`config.mk`:
```
export PLATFORM = sky130hd
export DESIGN_NAME = irq_prio_select
export DESIGN_NICKNAME = d
export VERILOG_FILES = /design/src/rtl/irq_prio_select.sv
export SDC_FILE = /design/constraint.sdc
export NUM_CORES = 1
export LEC_CHECK = 0
export ABC_AREA = 1
export ABC_CLOCK_PERIOD_IN_PS = 95000
export BUFFER_PORTS_ARGS = -buffer_cell sky130_fd_sc_hd__buf_2
export CORE_AREA = 2 2 486 488
export CTS_BUF_LIST = sky130_fd_sc_hd__clkbuf_4 sky130_fd_sc_hd__clkbuf_8 sky130_fd_sc_hd__clkbuf_16
export DETAILED_ROUTE_END_ITERATION = 10
export DIE_AREA = 0 0 488 490
export GPL_ROUTABILITY_DRIVEN = 0
export GPL_TIMING_DRIVEN = 0
export PLACE_DENSITY = 0.37
export SLEW_MARGIN = 30
export SYNTH_ARGS = -nofsm -noshare
export SYNTH_HDL_FRONTEND = slang
export SYNTH_SLANG_ARGS = --single-unit
```
`constraint.sdc`:
```
create_clock -name clk -period 95 [get_ports clk]
set_input_delay 4.75 -clock clk [delete_from_list [all_inputs] [get_ports clk]]
set_output_delay 4.75 -clock clk [all_outputs]
set_load 0.005 [all_outputs]
```
`src/rtl/irq_prio_select.sv`:
```
module irq_prio_select #(
  parameter int NUM_SRC   = 64,
  parameter int CPU_COUNT = 8,
  parameter int CPU_IDX   = 0
) (
  input  logic                         clk,
  input  logic                         rst_n,
  input  logic [NUM_SRC-1:0]           src_enable,
  input  logic [NUM_SRC-1:0]           src_pending,
  input  logic [NUM_SRC-1:0]           src_group,
  input  logic [NUM_SRC*CPU_COUNT-1:0] src_targets,
  input  logic [NUM_SRC*8-1:0]         src_prio,
  input  logic [1:0]                   dist_grp_en,
  input  logic [1:0]                   cpu_grp_en,
  input  logic                         fast_route_en,
  input  logic [7:0]                   prio_mask,
  input  logic [8:0]                   run_prio,
  output logic [9:0]                   pend_id,
  output logic                         irq_o,
  output logic                         fiq_o
);
  localparam int          PRIVATE_N = 32;
  localparam logic [9:0]  NO_ID     = 10'd1023;
  localparam logic [8:0]  IDLE_PRIO = 9'h100;

  logic [8:0] win_prio;
  logic [9:0] win_id;
  logic       win_grp;

  always_comb begin
    win_prio = IDLE_PRIO;
    win_id   = NO_ID;
    win_grp  = 1'b0;
    for (int i = 0; i < NUM_SRC; i++) begin
      if (src_enable[i] && src_pending[i] &&
          (i < PRIVATE_N || src_targets[i*CPU_COUNT + CPU_IDX]) &&
          {1'b0, src_prio[i*8 +: 8]} < win_prio) begin
        win_prio = {1'b0, src_prio[i*8 +: 8]};
        win_id   = 10'(i);
        win_grp  = src_group[i];
      end
    end
  end

  logic shown, grp_ok, deliver, use_fast;
  assign shown    = win_prio < {1'b0, prio_mask};
  assign grp_ok   = dist_grp_en[win_grp] && cpu_grp_en[win_grp];
  assign deliver  = shown && (win_prio < run_prio) && grp_ok;
  assign use_fast = !win_grp && fast_route_en;

  always_ff @(posedge clk) begin
    if (!rst_n) begin
      pend_id <= NO_ID;
      irq_o   <= 1'b0;
      fiq_o   <= 1'b0;
    end else begin
      pend_id <= shown ? win_id : NO_ID;
      irq_o   <= deliver && !use_fast;
      fiq_o   <= deliver && use_fast;
    end
  end
endmodule


```
# [Yosys cells after proc, flatten, opt, wreduce, memory -nomap -nowiden]
# Cells that the tools add are included.
# Widths: inputs -> output; s select.
[word_totals] ff_bits=12 in_bits=1240 wordCells=447
[op_classes] magnitude_cmp=66 mux=196 n_bitwise=2 n_reduce_logical=174
[op_table] op="$mux 10" count=64
[op_table] op="$mux 9" count=64
[op_table] op="$lt 8x9->1" count=63
[op_table] op="$logic_and 1x1->1" count=165
[op_table] op="$mux 1" count=68
[op_table] op="$reduce_or 34->1" count=1
[op_table] op="$reduce_or 18->1" count=1
[op_table] op="$reduce_or 10->1" count=1
[op_table] op="$lt 9x8->1" count=1
[op_table] op="$lt 9x9->1" count=1
[op_table] op="$reduce_or 6->1" count=1
[op_table] op="$reduce_or 4->1" count=1
[op_table] op="$reduce_or 3->1" count=1
[op_table] op="$logic_not 1->1" count=2
[op_table] op="$lt 1x2->1 const B" count=1
[op_table] op="$not 1->1" count=2
[op_table] op="$reduce_and 2->1" count=1

# [Longest topological paths before layout]
[depth] word_depth=196 depth_mapped=806 mapped_depth_nobuf=742

# [Worst setup path after synthesis]
# OpenSTA, ideal clock, no wires.
[synth_path] kind="input to register" start="input src_enable[0]" end="register pend_id[1]" setup_time_ps=124 arrival_ps=80577 t_required_ps=94876 slack_ps=14299 cell_stages=634 path_buffers=72 cell_sequence="nand2_2 inv_1 nand2_1 ha_1 nand2_1 nand2_1 a21oi_4 nand3_2 buf_6 o21ai_0 ha_1 a21oi_1 nand2_1 clkinv_1 nand2_1 nand2_1 nand2_2 nand2_4 [... 598 more ...] nor2_2 nor2_4 nand2_4 inv_8 buf_8 nand2_2 o21ai_2 ha_1 a21oi_1 o21ai_0 a21oi_1 nor2_1 o21ai_0 nand3b_1 nor2_4 nand2_4 nor2_4 nand3_1"
[synth_via] elab_chain_len=194 word_cells_on_any_way=256
[synth_rtl] item="from (decl)" line_no="8" text="input logic [NUM_SRC-1:0] src_enable,"
[synth_rtl] item="$logic_and 1x1->1 *" line_no="35" text="if (src_enable[i] && src_pending[i] &&"
[synth_rtl] item="$mux 9" line_no="35"
[synth_rtl] item="$lt 8x9->1" line_no="37" text="{1'b0, src_prio[i*8 +: 8]} < win_prio) begin"
[synth_rtl] item="$logic_and 1x1->1" line_no="36" text="(i < PRIVATE_N || src_targets[i*CPU_COUNT + CPU_IDX]) &&"
[synth_rtl] item="$mux 9" line_no="35"
[synth_rtl] item="$lt 8x9->1" line_no="37"
[synth_rtl] item="$logic_and 1x1->1" line_no="36"
[synth_rtl] item="$mux 9" line_no="35"
[synth_rtl] item="[... 178 more ...]"
[synth_rtl] item="$logic_and 1x1->1" line_no="36"
[synth_rtl] item="$mux 9" line_no="35"
[synth_rtl] item="$lt 8x9->1" line_no="37"
[synth_rtl] item="$logic_and 1x1->1" line_no="36"
[synth_rtl] item="$mux 9" line_no="35"
[synth_rtl] item="$lt 9x8->1" line_no="46" text="assign shown = win_prio < {1'b0, prio_mask};"
[synth_rtl] item="$not 1->1 (no line)"
[synth_rtl] item="$reduce_or 4->1 (no line)"
[synth_rtl] item="to (signal assigned)" line_no="57" text="pend_id <= shown ? win_id : NO_ID;"
[synth_rtl] item="to (decl)" line_no="18" text="output logic [9:0] pend_id,"
# Every way passes the cells marked *; elsewhere a longest branch is shown, timed or not.
# A chain may end at the register's enable or synchronous reset.

# [Final worst setup path]
[layout_path] start="input src_pending[0]" end="register pend_id[2]"
[layout_via] elab_chain_len=194 word_cells_on_any_way=254
[layout_rtl] item="from (decl)" line_no="9" text="input logic [NUM_SRC-1:0] src_pending,"
[layout_rtl] item="$logic_and 1x1->1 *" line_no="35"
[layout_rtl] item="$mux 9" line_no="35"
[layout_rtl] item="$lt 8x9->1" line_no="37"
[layout_rtl] item="$logic_and 1x1->1" line_no="36"
[layout_rtl] item="$mux 9" line_no="35"
[layout_rtl] item="$lt 8x9->1" line_no="37"
[layout_rtl] item="$logic_and 1x1->1" line_no="36"
[layout_rtl] item="$mux 9" line_no="35"
[layout_rtl] item="[... 178 more ...]"
[layout_rtl] item="$logic_and 1x1->1" line_no="36"
[layout_rtl] item="$mux 9" line_no="35"
[layout_rtl] item="$lt 8x9->1" line_no="37"
[layout_rtl] item="$logic_and 1x1->1" line_no="36"
[layout_rtl] item="$mux 9" line_no="35"
[layout_rtl] item="$lt 9x8->1" line_no="46"
[layout_rtl] item="$not 1->1 (no line)"
[layout_rtl] item="$reduce_or 6->1 (no line)"
# Marked as above.

==> impl_summary.md <==
Clock network
The total CTS buffers is 3. The CTS tree is done. The library cell used as clock root buffer is sky130_fd_sc_hd__clkbuf_16. The count of hold buffers inserted by post-cts repair is 0.

The number of levels the H-tree was split into is 1. The total number of clock tree sinks is 9. The clock-pin slew reported for the worst setup and hold paths after clock tree synthesis is approximately 0.04 ns. The largest buffer count on any clock path is 2.

Worst setup path
The category of the most critical setup path is input pin to register. On the critical path the largest part of the delay comes from simple AND/OR/NAND/NOR gates. The largest fanout on the critical path is 10. The buffers plus inverters on the worst setup path is approximately 150.

The largest single stage delay on the critical path is 0.41 ns. In this design, the critical path's most frequently occurring cell is sky130_fd_sc_hd__nand2_1. The worst endpoint required time is ~95 ns. The category of the worst setup path capture point is a register. The element type at the critical path start is an input pin.

The critical path data arrival time is roughly 90 ns. The slowest stage of the critical path belongs to the cell sky130_fd_sc_hd__o21ai_0.

Final layout
In the final layout, the share of cells above drive strength 1 is between 30% and 40%. Relative to the synthesized area, the layout overhead comes to 43.3%. The number of nets in the layout is roughly 6500. The count of placed standard cells in the final layout, fillers left out is about 8000.

Routing
After the first detailed-routing iteration, the DRC count stood at ~1200. The first detailed-routing pass ran for 5 iterations. The count of nets left with antenna violations after detail routing is 0. The sum of routed wire length over all layers is 141000 um. The count of vias placed by the detailed router is roughly 29000. After detailed routing, the number of vias per cell comes to 3.57.

After detailed routing, the number of remaining DRC violations is 0. Dividing the detail-routed wire length by the instance count gives about 17 um.

STA
The count of endpoints failing setup in the final report is 0. The max-slew violation total from the final report is 0. The worst path needs approximately 88 ns of the cycle, external delays included. After layout, the worst path uses about 93% of the clock period. The slew at the pin with the worst max-slew slack is slightly below 0.9 ns.

The hold violation total from the final report came to 0. The relative slew slack is about 41%. The worst hold slack is 4.86 ns. Derived from the worst setup path, the maximum achievable clock frequency is 11.4 MHz. Setup slack closes at around 7.0 ns.

Logic synthesis
The cell count after synthesis came out at slightly below 4000. Among all flip-flop cells after synthesis, the most frequent one is sky130_fd_sc_hd__dfxtp_1. The Yosys step of the flow raised 0 warnings. Summing every instance area after synthesis gives 23500 um^2.

The fraction of synthesis flops using an asynchronous set or reset pin is 0%. The number of synthesized register bits is 9. The number of distinct library cell variants in the gate-level netlist after synthesis is 63. The sequential area share after synthesis is less than 1%. Synthesis produced a netlist with a net count of between 5000 and 6000.

After synthesis, the mean cell area works out to 5.96 um^2. The number of flops mapped to enable cells by yosys is 0.

Floorplanning
The region available for standard cell placement spans around 230000 um^2. The die covers around 240000 um^2. The height of the die is between 400 and 500 um. The number of rows in the core area is between 150 and 200. The starting density of the core is roughly a tenth. The floorplan step set the die width to 488 um. During I/O placement, the number of pins put on the boundary was approximately 1300.

Place
Prior to clock tree synthesis, the placed netlist has a worst setup slack of -7.93 ns. In this run, placement finished with an instance count of 7864. The estimated wirelength of the detail-placed design is ~130000 um.

The number of buffers inserted by port buffering is about 770.

Power
The overall power of the completed layout is about 0.93 mW. In this run the static leakage power is roughly 18 nW. The ratio of total power to cell area is 27.7 nW/um^2.

IR analysis of the VDD net gives a maximum drop of roughly 0.010 mV.

Global routing
The first global-routing pass estimated between 150000 and 200000 um of wire. In the global route stage, overall resource usage came out at between 10% and 20%. The number of antenna violations at the first check in global routing came to about 120. The number of global-route vias before repair is 27700. The largest net degree at the start of global routing is 11.

Global routing finished with a remaining overflow of 0.

Worst hold path
The path category of the worst min-delay check is input pin to register.

Job
The max-cap check violation count is 0.

Outcome
The flow ran to the end, and the final reports show no timing, DRC or antenna violations.
-- cells in the mapped netlist (all sizes together), types with 27 or more instances --
library cell | n | share of area (%)
nand3 | 333 | 8.5
nand3b | 33 | 1.1
nor2 | 131 | 3.3
clkbuf | 27 | 1.6
ha | 396 | 21
buf | 57 | 2.4
nand4 | 101 | 2.8
a21oi | 151 | 3.9
o21ai | 446 | 9.8
o211ai | 39 | 1.6
nand2 | 1481 | 29
inv | 620 | 10
-- sequential cells by signal, summed over array words and instances, names as in the netlist --
| register | flops |
|---|---|
| pend_id | 7 |
| fiq_o | 1 |
| irq_o | 1 |
-- path summary, 6_finish.rpt --
kind,startpoint,endpoint,slack (ns),cells after the start
hold / removal,fast_route_en,fiq_o$_SDFF_PN0_,4.86,3
setup / recovery,src_pending[0],pend_id[2]$_SDFF_PP1_,6.97,653
-- layout make-up --
cell class,instances,area (um^2)
antenna,50,125
buffer,86,1080
clock buffer,4,82.6
fill,27500,200000
inverter,651,2750
multi-input combinational,3199,20600
sequential,9,180
tap,3150,3940
timing repair buffer,907,4910
-- metal layers --
| layer | part of all wire [%] | GRT usage (%) | wire length (um) | vias to the layer above |
|---|---|---|---|---|
| li1 | - | - | - | 14800 |
| met1 | 38 | 11.9 | 53000 | 12700 |
| met5 | 0.37 | 0 | 517 | - |
| met4 | 3.2 | 3.30 | 4540 | 84 |
| met2 | 52 | 21.2 | 72600 | 859 |
| met3 | 7.3 | 2.77 | 10200 | 232 |
-- power breakdown --
group          leakage, nW  total (mW)  switching, mW  internal, mW
registers           0.0738     0.00551       0.000620       0.00489
logic                 17.9       0.919          0.567         0.352
clock network       0.0419     0.00771        0.00182       0.00589
-- kinds of logic after synthesis --
kind of cell               share of synthesized area, %
and+or+nand+nor                                    45.6
DFF                                               0.767
AOI/OAI and AO/OA                                  16.8
muxes                                             0.378
adders and majority gates                          21.1
buffers and inverters                              15.4
-- cell usage in the layout (no fill, tap or decap), drive strengths merged --
cell / netlist / final
a211oi: 3 / 3
a21o: 6 / 6
a21oi: 151 / 151
a31o: 1 / 1
a31oi: 13 / 13
and2: 1 / 1
and3: 6 / 6
buf: 57 / 974
bufbuf: 1 / 1
bufinv: 9 / 9
clkbuf: 27 / 22
clkinv: 22 / 23
clkinvlp: 0 / 1
dfxtp: 9 / 9
diode: 0 / 50
ha: 396 / 396
inv: 620 / 618
mux2: 7 / 7
mux2i: 1 / 1
nand2: 1481 / 1486
nand3: 333 / 333
nand3b: 33 / 33
nand4: 101 / 101
nor2: 131 / 131
nor3: 7 / 7
nor3b: 12 / 12
nor4: 1 / 1
o211a: 1 / 1
o211ai: 39 / 39
o21ai: 446 / 446
o21bai: 16 / 16
o221a: 1 / 1
o311ai: 2 / 2
o41ai: 1 / 1
or2: 4 / 4
-- per-stage QoR --
stage / utilization, % / setup TNS, ns / instance area (um^2)
6_report: 14.4 / 0 / 33700
5_1_grt: 14.4 / -1.80 / 33600
4_1_cts: 13.5 / 0 / 31700
3_5_place_dp: 13.4 / -70.85 / 31300
3_3_place_gp: 13.4 / -80.77 / 31300
2_1_floorplan: - / 0 / 23500
-- timing repair --
action                     4_1_cts  5_1_grt
resized for setup              127      304
setup buffers                    4      129
cloned                           0        5
setup endpoints to repair        9        9
pin swaps                        6       75
No activity file was read; power rests on OpenSTA's default activity.
